### config.mk
export PLATFORM = sky130hd
export DESIGN_NAME = qcs_top
export DESIGN_NICKNAME = d
export VERILOG_FILES = /design/src/rtl/qcs_pkg.sv /design/src/rtl/qcs_lane_cmp.sv /design/src/rtl/qcs_lane_op.sv /design/src/rtl/qcs_top.sv
export SDC_FILE = /design/constraint.sdc
export NUM_CORES = 1
export LEC_CHECK = 0
export CELL_PAD_IN_SITES_DETAIL_PLACEMENT = 1
export CELL_PAD_IN_SITES_GLOBAL_PLACEMENT = 1
export CORE_MARGIN = 2
export CORE_UTILIZATION = 44
export DETAILED_ROUTE_END_ITERATION = 16
export HOLD_SLACK_MARGIN = 0.05
export PLACE_DENSITY = 0.95
export SYNTH_ARGS = -nofsm -noshare
export SYNTH_HDL_FRONTEND = slang
export SYNTH_HIERARCHICAL = 1
export SYNTH_SLANG_ARGS = --single-unit
### constraint.sdc
create_clock -name clk -period 11.63 [get_ports clk]
set_input_delay 3.489 -clock clk [delete_from_list [all_inputs] [get_ports clk]]
set_output_delay 3.489 -clock clk [all_outputs]
set_load 0.005 [all_outputs]
### src/rtl/qcs_pkg.sv
package qcs_pkg;
    localparam int LANE_W = 32;
    localparam int EXP_W  = 8;
    localparam int MAN_W  = LANE_W - EXP_W - 1;

    typedef enum logic [2:0] {
        OP_CMP  = 3'd0,
        OP_MIN  = 3'd1,
        OP_MAX  = 3'd2,
        OP_AND  = 3'd3,
        OP_ANDN = 3'd4,
        OP_OR   = 3'd5,
        OP_RSV6 = 3'd6,
        OP_RSV7 = 3'd7
    } op_e;

    typedef enum logic [2:0] {
        PR_EQ    = 3'd0,
        PR_LT    = 3'd1,
        PR_LE    = 3'd2,
        PR_UNORD = 3'd3,
        PR_NEQ   = 3'd4,
        PR_NLT   = 3'd5,
        PR_NLE   = 3'd6,
        PR_ORD   = 3'd7
    } pred_e;

    typedef struct packed {
        logic unord;
        logic eq;
        logic lt;
        logic gt;
    } rel_t;

    function automatic logic is_nan(input logic [LANE_W-1:0] x);
        return (&x[LANE_W-2:MAN_W]) && (|x[MAN_W-1:0]);
    endfunction

    // Monotone unsigned key: negatives inverted, positives offset above them
    function automatic logic [LANE_W-1:0] order_key(input logic [LANE_W-1:0] x);
        return x[LANE_W-1] ? ~x : {1'b1, x[LANE_W-2:0]};
    endfunction
endpackage

### src/rtl/qcs_lane_cmp.sv
module qcs_lane_cmp
    import qcs_pkg::*;
(
    input  logic [LANE_W-1:0] a,
    input  logic [LANE_W-1:0] b,
    output rel_t              rel
);
    logic              both_zero;
    logic [LANE_W-1:0] ka;
    logic [LANE_W-1:0] kb;

    always_comb begin
        both_zero = (a[LANE_W-2:0] == '0) && (b[LANE_W-2:0] == '0);
        ka        = order_key(a);
        kb        = order_key(b);
        rel.unord = is_nan(a) || is_nan(b);
        rel.eq    = !rel.unord && (both_zero || (a == b));
        rel.lt    = !rel.unord && !both_zero && (ka < kb);
        rel.gt    = !rel.unord && !rel.eq && !rel.lt;
    end
endmodule

### src/rtl/qcs_lane_op.sv
module qcs_lane_op
    import qcs_pkg::*;
(
    input  op_e               op,
    input  pred_e             pred,
    input  rel_t              rel,
    input  logic [LANE_W-1:0] a,
    input  logic [LANE_W-1:0] b,
    output logic [LANE_W-1:0] y
);
    logic hit;

    always_comb begin
        unique case (pred)
            PR_EQ:    hit = rel.eq;
            PR_LT:    hit = rel.lt;
            PR_LE:    hit = rel.lt || rel.eq;
            PR_UNORD: hit = rel.unord;
            PR_NEQ:   hit = !rel.eq;
            PR_NLT:   hit = !rel.lt;
            PR_NLE:   hit = !(rel.lt || rel.eq);
            default:  hit = !rel.unord;
        endcase
    end

    always_comb begin
        unique case (op)
            OP_CMP:  y = {LANE_W{hit}};
            OP_MIN:  y = rel.lt ? a : b;
            OP_MAX:  y = rel.gt ? a : b;
            OP_AND:  y = a & b;
            OP_ANDN: y = ~a & b;
            OP_OR:   y = a | b;
            default: y = '0;
        endcase
    end
endmodule

### src/rtl/qcs_top.sv
module qcs_top
    import qcs_pkg::*;
#(
    parameter int LANES = 4,
    localparam int VEC_W = LANES * LANE_W
) (
    input  logic             clk,
    input  logic             rst,
    input  logic             in_valid,
    input  logic [2:0]       op,
    input  logic [2:0]       pred,
    input  logic             scalar,
    input  logic [VEC_W-1:0] src_a,
    input  logic [VEC_W-1:0] src_b,
    output logic             out_valid,
    output logic [VEC_W-1:0] result
);
    op_e              op_q;
    pred_e            pred_q;
    logic [VEC_W-1:0] lane_y;
    logic [VEC_W-1:0] next_res;

    assign op_q   = op_e'(op);
    assign pred_q = pred_e'(pred);

    for (genvar g = 0; g < LANES; g++) begin : g_lane
        rel_t rel;
        qcs_lane_cmp u_cmp (
            .a   (src_a[g*LANE_W +: LANE_W]),
            .b   (src_b[g*LANE_W +: LANE_W]),
            .rel (rel)
        );
        qcs_lane_op u_op (
            .op   (op_q),
            .pred (pred_q),
            .rel  (rel),
            .a    (src_a[g*LANE_W +: LANE_W]),
            .b    (src_b[g*LANE_W +: LANE_W]),
            .y    (lane_y[g*LANE_W +: LANE_W])
        );
    end

    always_comb begin
        next_res = lane_y;
        if (scalar)
            next_res[VEC_W-1:LANE_W] = src_a[VEC_W-1:LANE_W];
    end

    always_ff @(posedge clk) begin
        if (rst) begin
            out_valid <= 1'b0;
            result    <= '0;
        end else begin
            out_valid <= in_valid;
            if (in_valid)
                result <= next_res;
        end
    end
endmodule

==> results_dict.tcl, run 1 <==
set metrics [dict create \
    ctsHtreeMaxLevel 4 \
    path_clk_slew_ns 0.07 \
    synth_common_cells "mux2i_1 (256), xor2_1 (216), o21ai_0 (204)" \
    hpwl_mm 61.21 \
    p_switching_mw 0.9609 \
    vias 22980 \
    core-area_um2 47650 \
    area_growth_syn_to_layout_pct 20.48 \
    clkLatencyLatePin_ns 0.49 \
    p_seq_frac 0.207 \
    hold_violations 0 \
    p_per_area_nw_per_um2 94.55 \
    synthDistinctLibCells 57 \
    netSwitchingFraction 0.3988 \
    setup_viol 0 \
    synth.avg_cell_area_um2 8.302 \
    fillers 5701 \
    start_kind "input port" \
    drt_iter0_drc 1737 \
    grt_max_degree 85 \
    worstHoldStart "result[79]" \
    nets 3172 \
    ys_seq_area_frac 0.1221 \
    cp-startpoint "src_a[63]" \
    cts_resized 0 \
    critPathRequiredTime_ns 12.02 \
    r2r-start "result[47]" \
    rows 80 \
    dpl.cell_count 3378 \
    multiInputGateArea_um2 17380 \
    synthFlopType "dfxtp_1" \
    vdd.ir_drop.worst_v 0.00009647 \
    wirelength_mm 89.68 \
    yosysWarnings 6 \
    end_kind "register" \
    dieArea_um2 49850 \
    fin_crit_sh 0.7264 \
    die_w_um 223.3 \
    ioPinCount 395 \
    syn_area_um2 21150 \
    max_clock_freq_mhz 118.4 \
    rsz0062_at_grt "no" \
    synthTopCellsByArea "dfxtp_1 (12%), mux2i_1 (12%), xor2_1 (8.9%)" \
    holdBufCountCts 0 \
    firstDrtPassIters 5 \
    hold_class "reg2reg" \
    power_frac_comb 0.526 \
    syn_nets 2938 \
    drcViolationCount 0 \
    io_buffer_count 394 \
    yosysMostFrequentCell "mux2i_1" \
    gr-total-overflow 0 \
    yosys.area.top_type "dfxtp_1" \
    yosys_register_bits 129 \
    start_util 0.4440 \
    gp_congestion 0.9589 \
    track_usage 0.3487 \
    yosysTopAreaCellShare 0.1221 \
    pwr-share-clk 0.267 \
    crit_arrival_ns 8.84 \
    grt_first_pass_wirelength_mm 138.7 \
    ant_nets 0 \
    clock_sinks 129 \
    status "finished clean" \
    grt_pass1_vias 24350 \
    cts_tree "yes" \
    fp.dieH_um 223.3 \
    antenna_found_initial 2 \
    worstSetupPathType "in2reg" \
    synth-edff-count 0 \
    viasPerCell 6.733 \
    max_cap_violations 0 \
    postCtsSetupRepairBufs 0 \
    drive_gt1_frac 0.08301 \
    min_period_ns 8.448 \
    max-clock-path-buffers 2 \
    p_leak_nw 10.39 \
    finalSetupTns_ns 0 \
    async_reset_ff_frac 0 \
    wire_per_inst_um 26.28 \
    cts_buffers 17 \
    slew_viol_final 0 \
    seq_area_um2 2582 \
    critPathMaxFanout 38 \
    p_int_mw 1.449 \
    cts_root_buf "clkbuf_16" \
    worst_pin_slew_ns 1.339 \
    clock_skew_ns 0 \
    syn_inst 2548 \
    finalNonFillerCells 3413 \
    slew_headroom 0.1072 \
]
## path summary, 6_finish.rpt
path / cells past startpoint / slack, ns / to
max reg2reg: 2 / 10.76 / result[47]
min reg2reg: 2 / 0.49 / result[79]
min: 2 / 0.49 / result[79]
max: 14 / 3.18 / result[51]
## layer usage
metal  wire [um]  global-route usage
met5          11                   0
met4        3430              0.1544
met3        6955             0.08350
met2       43440              0.5994
met1       35840              0.4124
## placed cells by master (no fill, tap or decap), drive strengths merged, types with 9 or more instances in the layout
cell	instances
xor2	216
and3b	12
nand2	188
a21oi	64
nand4	60
a211o	124
clkbuf	18
nor2	156
clkdlybuf4s50	381
o221ai	124
o21ai	288
mux2	124
buf	32
nor2b	9
dfxtp	129
ha	124
mux2i	256
nor4	84
inv	16
a211oi	100
nor3	12
xnor2	160
nand2b	12
## worst max-delay path, cell delays in order
cell      delay, ns
buf_2          0.81
xor2_1         0.22
ha_1           0.38
nand4_1        0.12
or4_1          0.56
o311a_1        0.41
and3b_2        0.23
buf_4          0.31
a221oi_2       0.39
mux2i_2        0.90
buf_4          0.42
a211o_1        0.16
mux2i_1        0.07
a211oi_1       0.31
## stage by stage
| stage | setup WS, ns | power, mW | util | cell area [um2] | hold WS, ns |
|---|---|---|---|---|---|
| 6_report | 3.182 | 2.410 | 0.5349 | 25490 | 0.4887 |
| 5_1_grt | 2.964 | 2.526 | 0.5348 | 25480 | 0.5117 |
| 4_1_cts | 3.344 | 2.406 | 0.5348 | 25480 | 0.4906 |
| 3_3_place_gp | 3.144 | 1.659 | 0.5208 | 24820 | 0.4727 |
| 2_1_floorplan | 4.476 | 1.291 | - | 21150 | 0.4783 |
| 3_5_place_dp | 2.835 | 1.738 | 0.5208 | 24820 | 0.4804 |
## logic make-up after synthesis
logic type | synth area share
adder cells (fa/ha/maj) | 0.07334
AO/OA/AOI/OAI | 0.2385
AND/OR/NAND/NOR | 0.1449
buffers and inverters | 0.05856
flip-flops | 0.1221
XOR/XNOR | 0.1557
multiplexers | 0.2070
## state kept, by name, indices dropped and copies added, names as in the netlist
register / flops
result: 128
out_valid: 1
## power groups by stage
| stage | registers [mW] | logic (mW) | clock network, mW |
|---|---|---|---|
| after floorplan | 0.506 | 0.785 | 0 |
| after global placement | 0.508 | 1.15 | 0 |
| after detailed placement | 0.509 | 1.23 | 0 |
| after CTS | 0.500 | 1.25 | 0.659 |
| after global routing | 0.503 | 1.35 | 0.675 |
| final | 0.500 | 1.27 | 0.643 |
## area by class of cell
cell class / count / share of cell area
clock buffers: 18 / 0.01723
well taps: 615 / 0.03019
flip-flops and latches: 129 / 0.1013
repair buffers: 413 / 0.1583
multi-input cells: 2209 / 0.6820
diodes: 3 / 0.0002946
inverters: 12 / 0.001767
clock inverters: 14 / 0.008837
No activity file was read; power rests on OpenSTA's default activity.
==> run 2, diff against run 1 <==
--- a/config.mk
+++ b/config.mk
@@ -8,10 +8,10 @@
 export CELL_PAD_IN_SITES_DETAIL_PLACEMENT = 1
 export CELL_PAD_IN_SITES_GLOBAL_PLACEMENT = 1
 export CORE_MARGIN = 2
-export CORE_UTILIZATION = 44
+export CORE_UTILIZATION = 41
 export DETAILED_ROUTE_END_ITERATION = 16
 export HOLD_SLACK_MARGIN = 0.05
-export PLACE_DENSITY = 0.95
+export PLACE_DENSITY = 0.92
 export SYNTH_ARGS = -nofsm -noshare
 export SYNTH_HDL_FRONTEND = slang
 export SYNTH_HIERARCHICAL = 1
==> constraint.sdc (replaced) <==
create_clock -name clk -period 8 [get_ports clk]
set_input_delay 2.4 -clock clk [delete_from_list [all_inputs] [get_ports clk]]
set_output_delay 2.4 -clock clk [all_outputs]
set_load 0.005 [all_outputs]
==> run 2 against run 1 <==
  * Core utilization shrank 3.4 points
  * Combinational power grew 43%
  * Wire length shrank 4.3%
  * Critical path type unchanged
  * Worst hold slack gained 0.0024 ns
  * Clock-buffer cell count is the same
==> results_dict.tcl, run 2 (synthesis gave the netlist of run 1 again) <==
set metrics [dict create \
    regMostFlops "result" \
    worstSetupPathType "in2reg" \
    crit_arrival_ns 7.12 \
    min_period_ns 6.730 \
    critPathMaxFanout 34 \
    setup_viol 0 \
    nets 3194 \
    use_met1 0.3945 \
    wire_per_inst_um 24.52 \
    area_growth_syn_to_layout_pct 21.22 \
    grt_max_degree 117 \
    slew_headroom 0.1105 \
    postCtsSetupRepairBufs 0 \
    grt_util_met3 0.05819 \
    fp.dieH_um 231.1 \
    firstDrtPassIters 6 \
    die_w_um 231.1 \
    setup_ws_ns 1.270 \
    gr-total-overflow 0 \
    max_cap_violations 0 \
    critPathRequiredTime_ns 8.39 \
    dieArea_um2 53430 \
    drt_iter0_drc 1578 \
    holdBufCountCts 0 \
    io_buffer_count 394 \
    antenna_found_initial 5 \
    vdd.ir_drop.worst_v 0.0001371 \
    finalSetupTns_ns 0 \
    viasPerCell 6.437 \
    multiInputGateArea_um2 17380 \
    end_kind "register" \
    track_usage 0.3153 \
    globalRouteMet2Util 0.5332 \
    cts_tree "yes" \
    worst_hold_slack_ns 0.4911 \
    p_leak_nw 10.45 \
    core-area_um2 51200 \
    clock_sinks 129 \
    hpwl_mm 60.57 \
    drive_gt1_frac 0.09017 \
    rsz0062_at_grt "no" \
    ant_nets 0 \
    dp_slack_ns 0.8444 \
    path_clk_slew_ns 0.07 \
    layout_common_cells "clkdlybuf4s50_1 (381), mux2i_1 (252), xor2_1 (216)" \
    ioPinCount 395 \
    worst_pin_slew_ns 1.334 \
    start_util 0.4132 \
    vias 22540 \
    layout_commonest_cell "clkdlybuf4s50_1" \
    max_clock_freq_mhz 148.6 \
    hold_violations 0 \
    cts_buffers 17 \
    drcViolationCount 0 \
    start_kind "input port" \
    stdcell_area_um2 25640 \
    fin_crit_sh 0.8412 \
    grt.busiest_layer "met2" \
    wirelength_mm 85.85 \
    slew_viol_final 0 \
    grt_pass1_vias 23710 \
    cts_root_buf "clkbuf_16" \
    p_per_area_nw_per_um2 130.3 \
    reg_top3 "result x128, out_valid x1" \
    clkLatencyLatePin_ns 0.48 \
    grt_first_pass_wirelength_mm 135.2 \
    hold_class "reg2reg" \
    cts_resized 0 \
    gp_congestion 0.9554 \
    rows 83 \
    largest_reg_flops 128 \
    ctsHtreeMaxLevel 4 \
    seq_area_um2 2582 \
    status "finished clean" \
    max-clock-path-buffers 2 \
    placed_area_um2 25070 \
    clock_skew_ns 0 \
    fillers 6065 \
]
-- run 2: cell types whose count changed in the layout (fill, tap and decap cells not counted), sizes merged --
| cell | delta |
|---|---|
| buf | +22 |
| inv | +3 |
| bufinv | -5 |
| clkinvlp | +2 |
| diode | +1 |
-- run 2: through the flow --
step                power (mW)  std cells    util
floorplan                1.877       2548       -
CTS                      3.351       3497  0.5006
finish                   3.340       3501  0.5008
global placement         2.429       3465  0.4897
detailed placement       2.525       3465  0.4897
global route             3.533       3499  0.5007
-- run 2: layer usage --
| metal | wire length [um] | up-vias |
|---|---|---|
| met5 | 25 | - |
| met4 | 2733 | 4 |
| met3 | 5679 | 197 |
| met2 | 41100 | 917 |
| met1 | 36310 | 11250 |
| li1 | - | 10170 |
-- run 2: worst paths after layout --
| path | from | end | slack, ns | cells after the start |
|---|---|---|---|---|
| min | result[100] | result[100] | 0.49 | 2 |
| max | src_b[127] | result[124] | 1.27 | 15 |
| max reg2reg | result[77] | result[77] | 7.15 | 2 |
| min reg2reg | result[100] | result[100] | 0.49 | 2 |
-- run 2: cell type report --
cell class | count | share of cell area
antenna | 4 | 0.0003904
clock buffer | 18 | 0.01713
sequential | 129 | 0.1007
tap | 680 | 0.03318
multi-input combinational | 2209 | 0.6779
clock inverter | 14 | 0.004636
timing repair buffer | 435 | 0.1643
inverter | 12 | 0.001757
-- run 2: worst max-delay path, stage by stage --
cell      delay, ns
buf_2          0.45
buf_4          0.40
xnor2_1        0.11
ha_1           0.33
nand4_1        0.18
nor4_2         0.41
nand2_2        0.10
o311a_1        0.41
and3b_2        0.62
a221oi_2       0.44
mux2i_2        0.28
buf_4          0.38
a211o_1        0.17
mux2i_1        0.11
a211oi_1       0.30
-- run 2: where the power goes --
part	total, mW	internal (mW)	leakage (nW)	switching (mW)
clock network	0.793	0.412	0.259	0.382
logic	1.82	0.855	9.12	0.966
registers	0.726	0.693	1.07	0.0333
==> run 3, diff against run 2 <==
--- a/config.mk
+++ b/config.mk
@@ -8,10 +8,10 @@
 export CELL_PAD_IN_SITES_DETAIL_PLACEMENT = 1
 export CELL_PAD_IN_SITES_GLOBAL_PLACEMENT = 1
 export CORE_MARGIN = 2
-export CORE_UTILIZATION = 41
+export CORE_UTILIZATION = 37
 export DETAILED_ROUTE_END_ITERATION = 16
 export HOLD_SLACK_MARGIN = 0.05
-export PLACE_DENSITY = 0.92
+export PLACE_DENSITY = 0.88
 export SYNTH_ARGS = -nofsm -noshare
 export SYNTH_HDL_FRONTEND = slang
 export SYNTH_HIERARCHICAL = 1
==> constraint.sdc (replaced) <==
create_clock -name clk -period 5.4 [get_ports clk]
set_input_delay 1.62 -clock clk [delete_from_list [all_inputs] [get_ports clk]]
set_output_delay 1.62 -clock clk [all_outputs]
set_load 0.005 [all_outputs]
==> run 3 against run 2 <==
  * Final cell count rose by 12%
  * Sequential cell count did not move
  * Via count rose by 7.1%
  * Global-route usage fell by 0.45 points
  * Critical path type unchanged
  * Critical endpoint is now result[0]
==> results_dict.tcl, run 3 (synthesis gave the netlist of run 1 again) <==
set metrics [dict create \
    fp.dieH_um 243.1 \
    postCtsSetupRepairBufs 0 \
    rsz0062_at_grt "no" \
    ioPinCount 395 \
    start_util 0.3744 \
    core-area_um2 56500 \
    layout_commonest_cell "clkdlybuf4s50_1" \
    viasPerCell 6.180 \
    hold_class "reg2reg" \
    cts_root_buf "clkbuf_16" \
    wirelength_mm 95.06 \
    drive_gt1_frac 0.1863 \
    min_period_ns 5.339 \
    worstSetupPathType "in2reg" \
    nets 3528 \
    slew_headroom 0.3055 \
    layout_common_cells "clkdlybuf4s50_1 (381), buf_4 (353), mux2i_1 (252)" \
    n_antenna_cell 0 \
    cts_resized 0 \
    drt_iter0_drc 1814 \
    cts_buffers 17 \
    finalPower_mw 5.384 \
    antenna_found_initial 1 \
    crit_arrival_ns 5.67 \
    end_kind "register" \
    rows 87 \
    track_usage 0.3108 \
    p_leak_nw 12.17 \
    vdd.ir_drop.worst_v 0.0002447 \
    vias 24140 \
    regMostFlops "result" \
    fin_crit_sh 0.9886 \
    wire_per_inst_um 24.34 \
    status "finished clean" \
    critPathMaxFanout 10 \
    slew_viol_final 0 \
    grt_max_degree 113 \
    p_per_area_nw_per_um2 188.4 \
    start_kind "input port" \
    holdBufCountCts 0 \
    drcViolationCount 0 \
    path_clk_slew_ns 0.07 \
    ctsHtreeMaxLevel 4 \
    max_cap_violations 0 \
    dpl.cell_count 3875 \
    grt_pass1_vias 25670 \
    hpwl_mm 70.80 \
    area_growth_syn_to_layout_pct 35.08 \
    largest_reg_flops 128 \
    ant_nets 0 \
    max-clock-path-buffers 2 \
    gr-total-overflow 0 \
    dieArea_um2 59100 \
    die_w_um 243.1 \
    critPathRequiredTime_ns 5.73 \
    clock_skew_ns 0 \
    setup_viol 0 \
    grt_first_pass_wirelength_mm 147.2 \
    clkLatencyLatePin_ns 0.49 \
    worst_pin_slew_ns 1.042 \
    hold_violations 0 \
    clock_sinks 129 \
    firstDrtPassIters 8 \
    reg_top3 "result x128, out_valid x1" \
    io_buffer_count 394 \
    gp_congestion 0.9586 \
    finalNonFillerCells 3906 \
    cts_tree "yes" \
    max_clock_freq_mhz 187.3 \
]
run 3: where the power goes:
group / leakage [nW] / internal [mW] / total [mW] / switching [mW]
registers: 1.07 / 1.03 / 1.08 / 0.0530
clock network: 0.274 / 0.701 / 1.24 / 0.539
logic: 10.8 / 1.51 / 3.06 / 1.55
run 3: worst max-delay path, cell delays in order:
cell	delay (ns)
clkdlybuf4s50_1	0.52
xor2_1	0.19
ha_1	0.28
nand3_1	0.09
a21oi_1	0.05
a2111oi_1	0.60
buf_4	0.21
o311a_1	0.19
and3b_2	0.44
buf_4	0.27
mux2_4	0.32
o221ai_1	0.24
o21ai_1	0.13
a211o_1	0.32
mux2i_1	0.14
nor2_1	0.07
run 3: path summary, 6_finish.rpt:
check        startpoint          to  slack, ns  cells after the start
min reg2reg  result[98]  result[98]       0.49                      2
max reg2reg  result[67]  result[67]       4.55                      2
max            src_a[2]   result[0]       0.06                     16
min          result[98]  result[98]       0.49                      2
run 3: area by class of cell:
type,instances,area (um2)
Clock inverter,12,133.9
Timing Repair Buffer,769,7023
Fill cell,6679,27920
Multi-Input combinational cell,2209,17390
Inverter,12,45.04
Clock buffer,19,452.9
Tap cell,756,945.9
Sequential cell,129,2582
run 3: per-stage QoR:
stage / utilization / hold slack (ns) / TNS, ns / cell area [um2] / setup WS, ns
4_1_cts: 0.5056 / 0.4887 / 0 / 28570 / 0.1984
5_1_grt: 0.5058 / 0.5136 / 0 / 28570 / 0.02055
3_5_place_dp: 0.4952 / 0.4792 / -16.40 / 27980 / -0.2997
2_1_floorplan: - / 0.4783 / 0 / 21150 / 0.1154
6_report: 0.5058 / 0.4861 / 0 / 28570 / 0.06150
3_3_place_gp: 0.4952 / 0.4719 / -5.552 / 27980 / -0.2195
run 3: per-layer routing:
layer  up-vias  global-route usage  share of wire
li1      10820                   -              -
met1     12020              0.3826           0.42
met2      1061              0.5359           0.48
met3       239             0.05705          0.063
met4         2              0.1176          0.033
met5         -                   0        0.00013
